===== config.mk =====
export PLATFORM = sky130hd
export DESIGN_NAME = tree_serializer
export DESIGN_NICKNAME = d
export VERILOG_FILES = /design/src/rtl/ser_tree_pkg.sv /design/src/rtl/ser_phase_gen.sv /design/src/rtl/ser_mux_cell.sv /design/src/rtl/ser_rank.sv /design/src/rtl/tree_serializer.sv
export SDC_FILE = /design/constraint.sdc
export NUM_CORES = 1
export LEC_CHECK = 0
export CAP_MARGIN = 10
export CORE_ASPECT_RATIO = 0.5
export CORE_MARGIN = 2
export CORE_UTILIZATION = 25
export DETAILED_ROUTE_END_ITERATION = 8
export PLACE_DENSITY_LB_ADDON = 0.15
export SETUP_SLACK_MARGIN = 0.05
export SLEW_MARGIN = 20
export SYNTH_ARGS = -nofsm -noshare
export SYNTH_HDL_FRONTEND = slang
export SYNTH_SLANG_ARGS = --single-unit

===== constraint.sdc =====
create_clock -name clk -period 1.7 [get_ports clk]
set_input_delay 0.425 -clock clk [delete_from_list [all_inputs] [get_ports clk]]
set_output_delay 0.425 -clock clk [all_outputs]
set_load 0.02 [all_outputs]

===== src/rtl/ser_tree_pkg.sv =====
`timescale 1ns/1ps
package ser_tree_pkg;

  // First bit of rank m's bus in a flat tree vector where rank m has 2**m streams.
  function automatic int unsigned stage_base(input int unsigned lvl);
    return (1 << lvl) - 1;
  endfunction

  // Cycle offset of rank m inside the word period: each rank trails the wider one by one cycle.
  function automatic int unsigned stage_offset(input int unsigned levels, input int unsigned lvl);
    return levels - 1 - lvl;
  endfunction

endpackage


===== src/rtl/ser_phase_gen.sv =====
`timescale 1ns/1ps
module ser_phase_gen #(
  parameter int unsigned LEVELS = 4
) (
  input  logic              clk,
  input  logic              rst,
  output logic              word_ready,
  output logic [LEVELS-1:0] load_en,
  output logic [LEVELS-1:0] swap_en
);
  localparam int unsigned CW    = LEVELS;
  localparam int unsigned WIDTH = 1 << LEVELS;
  localparam logic [CW-1:0] LAST = '1;

  logic [CW-1:0] cnt;

  always_ff @(posedge clk) begin
    if (rst) cnt <= '0;
    else     cnt <= cnt + 1'b1;
  end

  assign word_ready = (cnt == LAST);

  // Rank m toggles with period 2**m, shifted so it samples one cycle after its source changes.
  for (genvar m = 0; m < LEVELS; m++) begin : g_en
    localparam int unsigned SPAN = 2 << m;
    localparam logic [CW-1:0] OFF  = CW'(ser_tree_pkg::stage_offset(LEVELS, m));
    localparam logic [CW-1:0] HALF = CW'(1 << m);
    localparam logic [CW-1:0] MASK = CW'(SPAN - 1);
    logic [CW-1:0] rel;
    assign rel        = (cnt - OFF) & MASK;
    assign load_en[m] = (rel == '0);
    assign swap_en[m] = (rel == HALF);
  end

  // Independent spacing counter for the strobe.
  localparam logic [CW:0] GAP_W = (CW+1)'(WIDTH - 1);
  logic [CW:0] gap;
  always_ff @(posedge clk) begin
    if (rst)             gap <= '0;
    else if (word_ready) gap <= '0;
    else                 gap <= gap + 1'b1;
  end

  assert_ready_period_R1: assert property (@(posedge clk) disable iff (rst)
    word_ready |-> (gap == GAP_W));

endmodule


===== src/rtl/ser_mux_cell.sv =====
`timescale 1ns/1ps
module ser_mux_cell (
  input  logic clk,
  input  logic rst,
  input  logic load_en,
  input  logic swap_en,
  input  logic in_first,
  input  logic in_second,
  output logic q
);
  logic held;

  always_ff @(posedge clk) begin
    if (rst) begin
      q    <= 1'b0;
      held <= 1'b0;
    end else if (load_en) begin
      q    <= in_first;
      held <= in_second;
    end else if (swap_en) begin
      q    <= held;
    end
  end

  // the feeding rank must not move in the cycle after a capture.
  assert_input_settled_R8: assert property (@(posedge clk) disable iff (rst)
    load_en |=> ($stable(in_first) && $stable(in_second)));

endmodule


===== src/rtl/ser_rank.sv =====
`timescale 1ns/1ps
module ser_rank #(
  parameter int unsigned CELLS = 8
) (
  input  logic               clk,
  input  logic               rst,
  input  logic               load_en,
  input  logic               swap_en,
  input  logic [2*CELLS-1:0] src,
  output logic [CELLS-1:0]   dst
);
  // Stream j carries bit positions congruent to j modulo CELLS; it interleaves src j then src j+CELLS.
  for (genvar j = 0; j < CELLS; j++) begin : g_cell
    ser_mux_cell u_cell (
      .clk       (clk),
      .rst       (rst),
      .load_en   (load_en),
      .swap_en   (swap_en),
      .in_first  (src[j]),
      .in_second (src[j+CELLS]),
      .q         (dst[j])
    );
  end

  assert_phase_exclusive_R8: assert property (@(posedge clk) disable iff (rst)
    !(load_en && swap_en));

endmodule


===== src/rtl/tree_serializer.sv =====
`timescale 1ns/1ps
module tree_serializer #(
  parameter  int unsigned LEVELS = 4,
  localparam int unsigned WIDTH  = 1 << LEVELS
) (
  input  logic             clk,
  input  logic             rst,
  input  logic [WIDTH-1:0] word_in,
  input  logic             word_valid,
  output logic             word_ready,
  output logic             ser_out
);
  localparam int unsigned TREE_BITS = 2*WIDTH - 1;
  localparam int unsigned LAT       = LEVELS + 1;

  logic [LEVELS-1:0]    load_en;
  logic [LEVELS-1:0]    swap_en;
  logic [WIDTH-1:0]     word_q;
  logic [TREE_BITS-1:0] tree;

  ser_phase_gen #(.LEVELS(LEVELS)) u_phase (
    .clk        (clk),
    .rst        (rst),
    .word_ready (word_ready),
    .load_en    (load_en),
    .swap_en    (swap_en)
  );

  // Word capture: an idle strobe loads zeros.
  always_ff @(posedge clk) begin
    if (rst)             word_q <= '0;
    else if (word_ready) word_q <= word_valid ? word_in : '0;
  end

  assign tree[TREE_BITS-1 -: WIDTH] = word_q;

  for (genvar m = 0; m < LEVELS; m++) begin : g_rank
    localparam int unsigned N   = 1 << m;
    localparam int unsigned DST = ser_tree_pkg::stage_base(m);
    localparam int unsigned SRC = ser_tree_pkg::stage_base(m + 1);
    ser_rank #(.CELLS(N)) u_rank (
      .clk     (clk),
      .rst     (rst),
      .load_en (load_en[m]),
      .swap_en (swap_en[m]),
      .src     (tree[SRC +: 2*N]),
      .dst     (tree[DST +: N])
    );
  end

  assign ser_out = tree[0];

  // Checker state: cycles since reset, saturating at the latency.
  localparam int unsigned WW = $clog2(LAT + 1);
  localparam logic [WW-1:0] LAT_W = WW'(LAT);
  logic [WW-1:0] warm;
  logic          take;
  always_ff @(posedge clk) begin
    if (rst)                warm <= '0;
    else if (warm != LAT_W) warm <= warm + 1'b1;
  end
  assign take = word_ready && word_valid;

  assert_first_bit_latency_R3: assert property (@(posedge clk) disable iff (rst)
    (warm == LAT_W && $past(take, LAT)) |-> (ser_out == $past(word_in[0], LAT)));

  assert_idle_slot_zero_R5: assert property (@(posedge clk) disable iff (rst)
    (warm == LAT_W && $past(word_ready && !word_valid, LAT)) |-> !ser_out);

  assert_reset_clears_R6: assert property (@(posedge clk)
    $past(rst) |-> (!ser_out && !word_ready));

endmodule


==> impl_results.md <==
- Status: complete, no violations
- Area contributors post-synth: dfxtp_1 49%, mux2i_1 12%, nor2_1 5.0%, a21oi_1 4.4%, nand3_1 4.2%
- Area growth syn-to-layout: 27.6%
- Total Routing Usage GR: 9.74%
- Antenna-violating nets left: 0
- Chip Height: slightly below 70 um
- Hold worst-path end: word_q[1]$_SDFFE_PP0P_
- CP Capture Type: output port
- Worst Hold Class: flop to flop
- Longest Clk Path Bufs: 2
- DP Area: 2370 um^2
- Count of state elements after synthesis: 50
- R2r endpoint: g_rank[1].u_rank.g_cell[0].u_cell.q$_SDFFE_PP0P_
- Final core occ: 32.6%
- Synthesis Warnings: 0
- Maximum VDD drop: 0.439 mV
- Yosys cell types: 27
- WP data required: roughly 1.3 ns
- RSZ-0062 raised after global routing: false
- Crit path max fanout: 1
- Post-place setup slack: -0.0300 ns
- Final hold viol count: 0
- Routed vias/inst: 4.12
- Max Transition Viols Final: 0
- Post-synthesis cell area: 2030 um^2
- Largest net degree at the start of global routing: 37
- Minimum clock period: 1.61 ns
- H-tree levels: 2
- Standard-cell rows: 23
- Antenna diode count: 0
- Mean Syn Cell Area: 9.54 um^2
- Largest stage delay, worst path: 0.60 ns
- Die Area: 8910 um^2
- FF-to-FF path depth: 7
- CTS sink count: 50
- Total grt overflow: 0
- DRC Markers: 0
- Power Dens Cells: between 1000 and 1500 nW/um^2
- Max Clk Rate: 623 MHz
- Clock Latency Late Sink: 0.29 ns
- CP bufs+invs: 1
- Mapped Cells: 213
- Fin worst setup slack: 0.0939 ns
- Slowest-stage cell, CP: clkdlybuf4s50_1
- Initial detailed-routing violation count: 59
- Post-synthesis sequential area ratio: 49.3%
- First-pass GRT wire length: between 6 and 7 mm
- Gpl congestion: 0.741
- Final period util: 94.5%
- Final nets: ~260
- Mean routed wirelength per cell: 11.6 um
- Synth top area share: 49.3%
- Crit-path cells: clkdlybuf4s50_1
- Worst-Margin Slew: 0.439 ns
- Net Count, Synth: ~240
- Fin area: between 2000 and 3000 um^2
- Hold path start: word_q[1]$_SDFFE_PP0P_
- Initial antenna violation count: 0
- CTS buffer count: 5
- Startpoint Class: flop
- Crit Path Class: flop to output port
- Leakage: ~0.91 nW
- Reg2reg start: u_phase.cnt[0]$_SDFF_PP0_
- Root buffer cell: clkbuf_16
- Clock transition at path regs: 0.07 ns
- Vias in the first global route: around 1.4k
- Port bufs: 20
- Die X: roughly 130 um
- Post-Route Skew: 0.00712 ns
- Synth area leader: dfxtp_1
- Cells after DPL: 340
- Dpl hpwl: 2.79 mm
- Hold depth: 2
- Slew margin rel.: 70.7%
- TritonCTS clock tree: built
- Layout cell share with drive strength beyond 1: around 14%
- Setup violators final: 0
- Arr. time, crit path: 1.18 ns
- Initial Util: 25.6%
- Placeable Area: 7940 um^2
- DRT Pass-1 Iters: 4
- Post-Route WL: between 4 and 5 mm
- Non-filler cells, final: 349
- Max cap viols: 0
- Reg2Reg Setup Slack: between 0.1 and 0.15 ns
- I/O pin cnt: 21
- Via count: 1438
- Delay-heaviest family, CP: buffers and inverters
[state kept, by name (all words and copies together) (netlist names)]
name,cells
u_phase.cnt,4
g_rank.u_rank.g_cell.u_cell.q,15
g_rank.u_rank.g_cell.u_cell.held,15
word_q,16
[routing by layer]
layer	vias to the layer above	track usage, %	routed length [um]
li1	781	-	-
met1	642	13.0	2230
met2	13	15.5	1680
met3	2	2.55	125
met4	0	3.26	23
met5	-	0	0
[cells in the mapped netlist]
cell	n
buf_6	1
nor2_1	27
nand3_2	1
clkinv_1	1
nand2_1	19
a211oi_1	10
a211oi_2	2
xor2_1	1
nor2b_1	2
a21oi_1	18
xnor2_1	1
mux2i_1	24
and2_4	1
o21ai_0	4
buf_4	3
buf_8	1
mux2_2	2
ha_1	4
clkbuf_1	11
dfxtp_1	50
nand2b_1	4
nand3_1	17
xnor2_4	1
buf_2	1
nand4b_1	4
nor3b_1	1
inv_1	2
[per-stage QoR]
step / setup TNS (ns) / hold WS, ns / total power [mW]
finish: 0 / 0.454 / 2.70
global placement: -0.0130 / 0.440 / 1.55
floorplan: 0 / 0.431 / 1.46
global route: 0 / 0.471 / 2.81
detailed placement: -0.0300 / 0.443 / 1.55
CTS: 0 / 0.454 / 2.72
[worst max path at each step]
stage                                                         from                                          endpoint  slack, ns  cells past startpoint
finish              g_rank[0].u_rank.g_cell[0].u_cell.q$_SDFF_PP0_                                           ser_out       0.09                      1
global route                             u_phase.cnt[0]$_SDFF_PP0_  g_rank[2].u_rank.g_cell[2].u_cell.q$_SDFFE_PP0P_       0.04                      7
CTS                 g_rank[0].u_rank.g_cell[0].u_cell.q$_SDFF_PP0_                                           ser_out       0.08                      1
detailed placement                       u_phase.cnt[0]$_SDFF_PP0_                                        word_ready      -0.03                      4
global placement                         u_phase.cnt[0]$_SDFF_PP0_                                        word_ready      -0.01                      4
floorplan                                u_phase.cnt[0]$_SDFF_PP0_                                        word_ready       0.18                      4
[what timing repair did]
item | CTS | global route
endpoints found under the hold margin | 0 | 0
cloned | 0 | 0
endpoints found under the setup margin | 8 | 17
hold buffers | 0 | 0
pin swaps | 0 | 1
resized for setup | 5 | 4
setup buffers | 0 | 1
[cells in the final DEF, fill, tap and decap left out]
cell type         n
nor2_1           27
a211oi_2          2
nor2b_1           2
inv_6             1
ha_4              2
nand3_2           1
nand3_1          17
dfxtp_1          50
mux2_2            2
mux2i_1          24
xor2_1            1
o21ai_0           4
nand2b_1          4
a21oi_1          18
inv_1             2
clkinv_4          1
nand4b_1          4
and2_4            1
xnor2_4           1
nand2_1          19
clkbuf_16         5
ha_1              2
clkinv_1          1
xnor2_1           1
clkdlybuf4s50_1  18
nor3b_2           1
buf_12            2
buf_2             2
buf_4            11
bufinv_16         1
a211oi_1         10
[cell type report]
cell class | count | area, um^2
Inverter | 3 | 11.3
Fill cell | 830 | 5350
Timing Repair Buffer | 33 | 313
Clock inverter | 3 | 47.5
Clock buffer | 5 | 125
Multi-Input combinational cell | 143 | 955
Sequential cell | 50 | 1000
Tap cell | 112 | 140
[logic make-up (layout without fill, tap and decap cells)]
kind of cell             count (synthesis)  in the layout  synth area share, %
XOR/XNOR                                 3              3                 2.22
multiplexers                            26             26                 12.9
flip-flops                              50             50                 49.3
adder cells (fa/ha/maj)                  4              4                 2.46
AO/OA/AOI/OAI                           34             34                 10.3
buffers and inverters                   20             44                 5.23
AND/OR/NAND/NOR                         76             76                 17.5
[power breakdown]
part	switching [mW]	leakage [nW]	total, mW	internal (mW)
sequential	0.0249	0.406	1.24	1.21
combinational	0.148	0.420	0.317	0.170
clock	0.442	0.0844	1.14	0.702
(Power assumes the default switching activity.)
